File: src/rtl/acc_link_pkg.sv
package acc_link_pkg;
  typedef enum logic [3:0] {
    OP_NOP     = 4'd0,
    OP_CLR_AC  = 4'd1,
    OP_CLR_LK  = 4'd2,
    OP_INV_AC  = 4'd3,
    OP_INV_LK  = 4'd4,
    OP_ROT_R   = 4'd5,
    OP_ROT_L   = 4'd6,
    OP_INCR    = 4'd7,
    OP_SK_POS  = 4'd8,
    OP_SK_NEG  = 4'd9,
    OP_SK_ZAC  = 4'd10,
    OP_SK_ZLK  = 4'd11,
    OP_AND_MEM = 4'd12,
    OP_ADD_MEM = 4'd13,
    OP_LD_MEM  = 4'd14,
    OP_LD_BYTE = 4'd15
  } alu_op_e;
endpackage

File: src/rtl/acc_link_alu.sv
module acc_link_alu
  import acc_link_pkg::*;
#(
  parameter int unsigned W      = 16,
  parameter int unsigned BYTE_W = 8
) (
  input  alu_op_e           op,
  input  logic [W-1:0]      ac,
  input  logic              lk,
  input  logic [W-1:0]      operand,
  input  logic [BYTE_W-1:0] in_byte,
  output logic [W-1:0]      ac_nxt,
  output logic              lk_nxt
);
  localparam int unsigned WIDE = W + 1;

  // {link, acc} after a right rotate through the link
  function automatic logic [WIDE-1:0] rot_right(input logic [W-1:0] a, input logic l);
    return {a[0], l, a[W-1:1]};
  endfunction

  // {link, acc} after a left rotate through the link
  function automatic logic [WIDE-1:0] rot_left(input logic [W-1:0] a, input logic l);
    return {a[W-1], a[W-2:0], l};
  endfunction

  // {carry, sum}
  function automatic logic [WIDE-1:0] add_carry(input logic [W-1:0] a, input logic [W-1:0] b);
    return {1'b0, a} + {1'b0, b};
  endfunction

  logic [WIDE-1:0] rr_res, rl_res, add_res;
  assign rr_res  = rot_right(ac, lk);
  assign rl_res  = rot_left(ac, lk);
  assign add_res = add_carry(ac, operand);

  always_comb begin
    ac_nxt = ac;
    lk_nxt = lk;
    case (op)
      OP_CLR_AC:  ac_nxt = '0;
      OP_CLR_LK:  lk_nxt = 1'b0;
      OP_INV_AC:  ac_nxt = ~ac;
      OP_INV_LK:  lk_nxt = ~lk;
      OP_ROT_R:   {lk_nxt, ac_nxt} = rr_res;
      OP_ROT_L:   {lk_nxt, ac_nxt} = rl_res;
      OP_INCR:    ac_nxt = ac + W'(1);
      OP_AND_MEM: ac_nxt = ac & operand;
      OP_ADD_MEM: {lk_nxt, ac_nxt} = add_res;
      OP_LD_MEM:  ac_nxt = operand;
      OP_LD_BYTE: ac_nxt = {ac[W-1:BYTE_W], in_byte};
      default: begin
        ac_nxt = ac;
        lk_nxt = lk;
      end
    endcase
  end
endmodule

File: src/rtl/acc_link_skip.sv
module acc_link_skip
  import acc_link_pkg::*;
#(
  parameter int unsigned W = 16
) (
  input  logic         clk,
  input  logic         rst_n,
  input  logic         strobe,
  input  alu_op_e      op,
  input  logic [W-1:0] ac,
  input  logic         lk,
  output logic         skip
);
  logic cond;
  always_comb begin
    case (op)
      OP_SK_POS: cond = ~ac[W-1];
      OP_SK_NEG: cond = ac[W-1];
      OP_SK_ZAC: cond = (ac == '0);
      OP_SK_ZLK: cond = ~lk;
      default:   cond = 1'b0;
    endcase
  end
  assign skip = strobe & cond;


  skip_needs_strobe_chk: assert property (@(posedge clk) disable iff (!rst_n)
    skip |-> (strobe && (op inside {OP_SK_POS, OP_SK_NEG, OP_SK_ZAC, OP_SK_ZLK})));

  skip_zero_acc_chk: assert property (@(posedge clk) disable iff (!rst_n)
    (strobe && op == OP_SK_ZAC) |-> (skip == (ac == '0)));
endmodule

File: src/rtl/acc_link_unit.sv
module acc_link_unit
  import acc_link_pkg::*;
#(
  parameter int unsigned DATA_W = 16,
  parameter int unsigned BYTE_W = 8
) (
  input  logic              clk,
  input  logic              rst_n,
  input  logic              op_valid,
  input  logic [3:0]        op_code,
  input  logic [DATA_W-1:0] mem_data,
  input  logic [BYTE_W-1:0] in_byte,
  output logic              skip_req,
  output logic [DATA_W-1:0] acc,
  output logic              link
);
  alu_op_e           op_e;
  logic [DATA_W-1:0] ac_q, ac_nxt;
  logic              lk_q, lk_nxt;

  assign op_e = alu_op_e'(op_code);

  // named events for the checks
  logic ev_add, ev_rot_r, ev_inv_lk, ev_incr;
  assign ev_add    = op_valid && (op_e == OP_ADD_MEM);
  assign ev_rot_r  = op_valid && (op_e == OP_ROT_R);
  assign ev_inv_lk = op_valid && (op_e == OP_INV_LK);
  assign ev_incr   = op_valid && (op_e == OP_INCR);

  acc_link_alu #(.W(DATA_W), .BYTE_W(BYTE_W)) u_alu (
    .op      (op_e),
    .ac      (ac_q),
    .lk      (lk_q),
    .operand (mem_data),
    .in_byte (in_byte),
    .ac_nxt  (ac_nxt),
    .lk_nxt  (lk_nxt)
  );

  acc_link_skip #(.W(DATA_W)) u_skip (
    .clk    (clk),
    .rst_n  (rst_n),
    .strobe (op_valid),
    .op     (op_e),
    .ac     (ac_q),
    .lk     (lk_q),
    .skip   (skip_req)
  );

  always_ff @(posedge clk) begin
    if (!rst_n) begin
      ac_q <= '0;
      lk_q <= 1'b0;
    end else if (op_valid) begin
      ac_q <= ac_nxt;
      lk_q <= lk_nxt;
    end
  end

  assign acc  = ac_q;
  assign link = lk_q;


  idle_hold_chk: assert property (@(posedge clk) disable iff (!rst_n)
    !op_valid |=> ($stable(ac_q) && $stable(lk_q)));

  add_carry_chk: assert property (@(posedge clk) disable iff (!rst_n)
    ev_add |=> ({lk_q, ac_q} == ({1'b0, $past(ac_q)} + {1'b0, $past(mem_data)})));

  rot_right_chk: assert property (@(posedge clk) disable iff (!rst_n)
    ev_rot_r |=> (lk_q == $past(ac_q[0]) && ac_q[DATA_W-1] == $past(lk_q)));

  inv_link_chk: assert property (@(posedge clk) disable iff (!rst_n)
    ev_inv_lk |=> (lk_q != $past(lk_q) && $stable(ac_q)));

  incr_link_chk: assert property (@(posedge clk) disable iff (!rst_n)
    ev_incr |=> $stable(lk_q));
endmodule

File: config.mk
export PLATFORM = sky130hd
export DESIGN_NAME = acc_link_unit
export DESIGN_NICKNAME = d
export VERILOG_FILES = /design/src/rtl/acc_link_pkg.sv /design/src/rtl/acc_link_alu.sv /design/src/rtl/acc_link_skip.sv /design/src/rtl/acc_link_unit.sv
export SDC_FILE = /design/constraint.sdc
export NUM_CORES = 1
export LEC_CHECK = 0
export ABC_CLOCK_PERIOD_IN_PS = 3300
export BUFFER_PORTS_ARGS = -buffer_cell sky130_fd_sc_hd__buf_2
export CAP_MARGIN = 25
export CORE_MARGIN = 4
export CORE_UTILIZATION = 40
export DETAILED_ROUTE_END_ITERATION = 8
export GPL_ROUTABILITY_DRIVEN = 0
export SLEW_MARGIN = 20
export SYNTH_ARGS = -nofsm -noshare
export SYNTH_HDL_FRONTEND = slang
export SYNTH_SLANG_ARGS = --single-unit
File: constraint.sdc
create_clock -name clk -period 3.3 [get_ports clk]
set_input_delay 0.33 -clock clk [delete_from_list [all_inputs] [get_ports clk]]
set_output_delay 0.33 -clock clk [all_outputs]
set_load 0.02 [all_outputs]
Yosys cells after proc, flatten, opt, wreduce, memory -nomap -nowiden

Cells that the tools add are included.

$add $sub $neg: 2
Equal/unequal tests: 15
Mux-type cells: 3
Bitwise gates (word level): 6
Reductions and logical operators: 7

Operators by type and width:

| cell                                                 | count |
|---|---|
| one-hot mux 16 bit (9 select lines)                  | 1 |
| equality test 4 bit (second input constant)          | 8 |
| adder 16 x 16 -> 17 bit                              | 1 |
| adder 16 x 1 -> 16 bit (second input constant)       | 1 |
| AND 16 bit                                           | 1 |
| equality test 4 x 3 -> 1 bit (second input constant) | 4 |
| logical NOT 16 bit                                   | 1 |
| inverter 16 bit                                      | 1 |
| nonzero test 9 bit                                   | 1 |
| equality test 4 x 2 -> 1 bit (second input constant) | 2 |
| nonzero test 8 bit                                   | 1 |
| one-hot mux 1 bit (5 select lines)                   | 1 |
| nonzero test 5 bit                                   | 1 |
| equality test 4 x 1 -> 1 bit (second input constant) | 1 |
| one-hot mux 1 bit (4 select lines)                   | 1 |
| AND reduction 2 bit                                  | 2 |
| inverter 1 bit                                       | 3 |
| AND reduction 3 bit                                  | 1 |
| AND 1 bit                                            | 1 |

Register bits: 17
Bits of input ports: 31

Logic depth before layout (Yosys ltp)

Depth after elaboration: 3
Mapped depth: 10
Gate-level depth less buffers: 10

Modules after synthesis

Synthesis repeated with hierarchy kept, for this count alone.

Cell total of the unflattened synthesis: 450
Area total of the unflattened synthesis: 3179.3 um^2

By module, submodules not included:

| module        | instances | cells an instance | area each (um^2) | seq. area each (um^2) |
|---|---|---|---|---|
| acc_link_alu  | 1         | 385               | 2448.6           | 0.0 |
| acc_link_unit | 1         | 54                | 651.9            | 340.3 |
| acc_link_skip | 1         | 11                | 78.8             | 0.0 |

Worst setup path before layout

No wires, ideal clock.

Path kind: reg2reg
From: register ac_q[0] (netlist: acc[0])
To: register ac_q[14] (netlist: acc[14])
Library setup time: 127 ps
Arrival time: 2455 ps
Required time: 3173 ps
Path slack: 718 ps
Cell stages (with the launch flop): 11
Buffers on the path: 0
Clock period less this slack: 2582 ps
Cell sequence: dfxtp_1 > ha_1 > inv_1 > fa_1 > nand2b_1 > a21oi_1 > nor3_1 > o21ai_1 > o2111ai_1 > nor3b_1 > or3_1

Word-level cells in the longest chain between the ends: 2
Elaborated cells between the ends (all ways): 3
Those cells by class: 2 x add/sub; 1 x mux

Ends and longest elaborated chain:

| what                                                              | RTL line                               | RTL |
|---|---|---|
| start: declaration                                                | acc_link_unit.sv:18                    | `logic [DATA_W-1:0] ac_q, ac_nxt;` |
| start signal: assignment                                          | acc_link_unit.sv:55                    | `ac_q <= ac_nxt;` |
| adder 16 x 16 -> 17 bit or adder 16 x 1 -> 16 bit (tied branches) | acc_link_alu.sv:29, acc_link_alu.sv:47 |  |
| one-hot mux 16 bit (9 select lines) (*)                           | acc_link_alu.sv:40                     | `case (op)` |

Mark *: on every way between the ends. The rest lies on a longest branch, timed or not.
A chain may end at the register's enable or synchronous reset.

Worst setup path in the final report

Ends and elaborated chain as after synthesis.

==> run_results.csv <==
group,metric,value,unit
status,status,"finished, final reports clean",
layout,seq_area,340,sq um
hold_path,min-delay-start,"mem_data[11]",
floorplan,start_util,42.0,%
clock_network,path_clk_slew,0.08,ns
route,drc,0,
global_routing,grt_start_max_net_pins,30,
timing,max_freq,351,MHz
synth,synth_top_area_share,12.5,%
clock_network,clock-sinks,17,
synth,synth_cell_type_count,63,
critical_path,cp_data_required_time,3.45,ns
critical_path,setup.worst_path.class,"reg -> reg",
synth,synth.avg_cell_area,7.02,sq um
clock_network,cts_resized,0,
clock_network,clock_latency,0.26,ns
synth,synth_async_sr_flop_share,0,%
layout,mostFrequentLayoutCells,"48 x buf_2, 37 x nand2_1, 35 x o21ai_0, 31 x nor2_1, 23 x a21oi_1",
synth,synth-edff-count,0,
layout,drive_gt1_share,17.0,%
placement,hpwl,7320,um
synth,yosysTopAreaCell,"dfxtp_1",
timing,drv_slew,0,
synth,synth-compound-area-share,40.6,%
hold_path,min_path_type,"in -> reg",
power,powerDensity,240,nW/um^2
timing,setup_tns,0,ns
layout,antennaDiodeCount,0,
timing,worst_pin_slew,0.841,ns
critical_path,reg2regPathDepth,10,
critical_path,reg2reg_from,"acc[0]$_SDFFE_PN0P_",
synth,synth_flop_cell,"dfxtp_1",
clock_network,postCtsHoldBufs,0,
clock_network,root_buffer,"clkbuf_8",
power,p_leak,1.26,nW
timing,rsz0062_at_grt,"no",
route,drtPass1Iterations,8,
layout,mostFrequentLayoutCell,"buf_2",
route,wire_per_inst,19.6,um
hold_path,worstHoldEndpoint,"acc[11]$_SDFFE_PN0P_",
global_routing,grt_first_pass_wirelength,16100,um
placement,dp_cells,497,
synth,seq_area_frac_synth,12.5,%
clock_network,cts_made_buffers,3,
floorplan,pin_count,49,
global_routing,grt.overflow.total,0,
floorplan,chipHeight,90.6,um
floorplan,die_x,90.6,um
power,finalPower,0.000731,W
clock_network,clock_path_buffers,2,
synth,syn_nets,439,
synth,synth-xor-area-share,4.49,%
synth,synth_area,2730,sq um
clock_network,cts_setup_buffers,0,
route,first_iter_violations,447,
clock_network,cts_tree,"done",
synth,synth_top_family_by_area,"compound AO/OA/AOI/OAI gates",
route,vias,3319,
layout,multi_input_area,2200,sq um
power,ir_drop,121,uV
synth,muxShareOfSynthArea,1.56,%
critical_path,cp-start-kind,"flip-flop",
critical_path,cp_max_fo,9,
floorplan,dieArea,8210,sq um
flow_run,drv_cap,0,
layout,final_util,46.9,%
timing,post-route-period-util,86.3,%
synth,synth.top_cells.by_area,"dfxtp_1 12%, ha_1 8.2%, o21ai_0 6.4%",
critical_path,crit_start,"acc[0]$_SDFFE_PN0P_",
timing,finalSetupViolations,0,
floorplan,core-area,6490,sq um
timing,layout_setup_ws,0.452,ns
global_routing,antenna_found_initial,0,
global_routing,track_usage,23.6,%
timing,fin_skew,0.00296,ns
synth,synth_adder_area_share,8.98,%
route,ant_nets,0,
placement,dp_slack,0.486,ns
global_routing,grt_pass1_vias,3029,
timing,hold_viol_final,0,
route,viasPerCell,6.62,
clock_network,cts-htree-levels,1,
synth,synthSimpleGateAreaFrac,25.2,%
floorplan,row_count,29,
synth,synth-seq-cells,17,
hold_path,whs_path_depth,3,
timing,slew-limit-headroom,43.8,%
critical_path,arrival,3.00,ns
critical_path,r2r_slack,0.45,ns
synth,synthCells,389,
critical_path,critPathCaptureType,"flip-flop",
route,routed_wl,9800,um
timing,min_period,2.85,ns
synth,yosys_warnings,0,
layout,final_cell_count_no_fill,501,
layout,nFillCells,685,
layout,num-nets-final,475,
placement,io_buffers,48,
layout,area_growth,11.5,%
critical_path,reg2reg_to,"acc[14]$_SDFFE_PN0P_",
==> logic make-up (layout without fill, tap and decap cells) <==
family,Yosys count,in the layout
flops,17,17
mux,4,4
simple gates,137,137
compound gates,160,160
buf+inv,38,73
fa+ha+maj,19,19
xor+xnor,14,14
==> worst max-delay path by stage <==
stage | slack [ns] | to | depth (start not counted)
finish | 0.45 | acc[14]$_SDFFE_PN0P_ | 10
CTS | 0.46 | acc[14]$_SDFFE_PN0P_ | 10
floorplan | 0.72 | acc[14]$_SDFFE_PN0P_ | 10
global placement | 0.57 | acc[14]$_SDFFE_PN0P_ | 10
global route | 0.13 | acc[14]$_SDFFE_PN0P_ | 10
detailed placement | 0.49 | acc[14]$_SDFFE_PN0P_ | 10
==> metrics by stage <==
| step | hold slack, ns | cell area [sq um] |
|---|---|---|
| global route | 0.427 | 3040 |
| global placement | 0.626 | 3000 |
| CTS | 0.410 | 3040 |
| finish | 0.410 | 3040 |
| detailed placement | 0.643 | 3000 |
| floorplan | 0.526 | 2730 |
==> Yosys cell counts, types with 10 or more instances <==
cell type   n
dfxtp_1    17
nand3_1    13
a22oi_1    12
nor2_1     31
ha_1       18
inv_1      10
a31oi_1    16
buf_2      10
a21oi_1    23
nand2_1    37
o21ai_0    35
==> layout make-up <==
class                      instances  area share (%)
clock buffer                       4            1.48
sequential                        17            11.2
timing repair buffer              58            10.4
multi-input combinational        334            72.5
inverter                          11            1.36
tap                               77            3.17
==> metal layers <==
metal | part of all wire, % | up-vias | wire, um | GRT usage [%]
li1 | - | 1572 | - | -
met1 | 45 | 1544 | 4370 | 33.8
met2 | 44 | 178 | 4340 | 35.9
met3 | 8.9 | 25 | 871 | 4.17
met4 | 2.1 | 0 | 209 | 6.63
met5 | 0 | - | 0 | 0
==> power breakdown <==
part | internal, W | switching [W]
sequential | 0.000215 | 0.0000249
combinational | 0.000124 | 0.000192
clock | 0.0000862 | 0.0000894
==> state kept, by name, summed over array words and instances, names as in the netlist <==
register and count:
acc 16, link 1
==> worst max-delay path: stages, from the launching register on <==
cell	delay (ns)
dfxtp_1	0.51
ha_1	0.27
inv_1	0.07
fa_1	0.39
nand2b_1	0.17
a21oi_1	0.24
nor3_1	0.09
o21ai_1	0.30
o2111ai_1	0.18
nor3b_1	0.17
or3_1	0.33
Note: power is estimated with default switching activity, not from simulation.
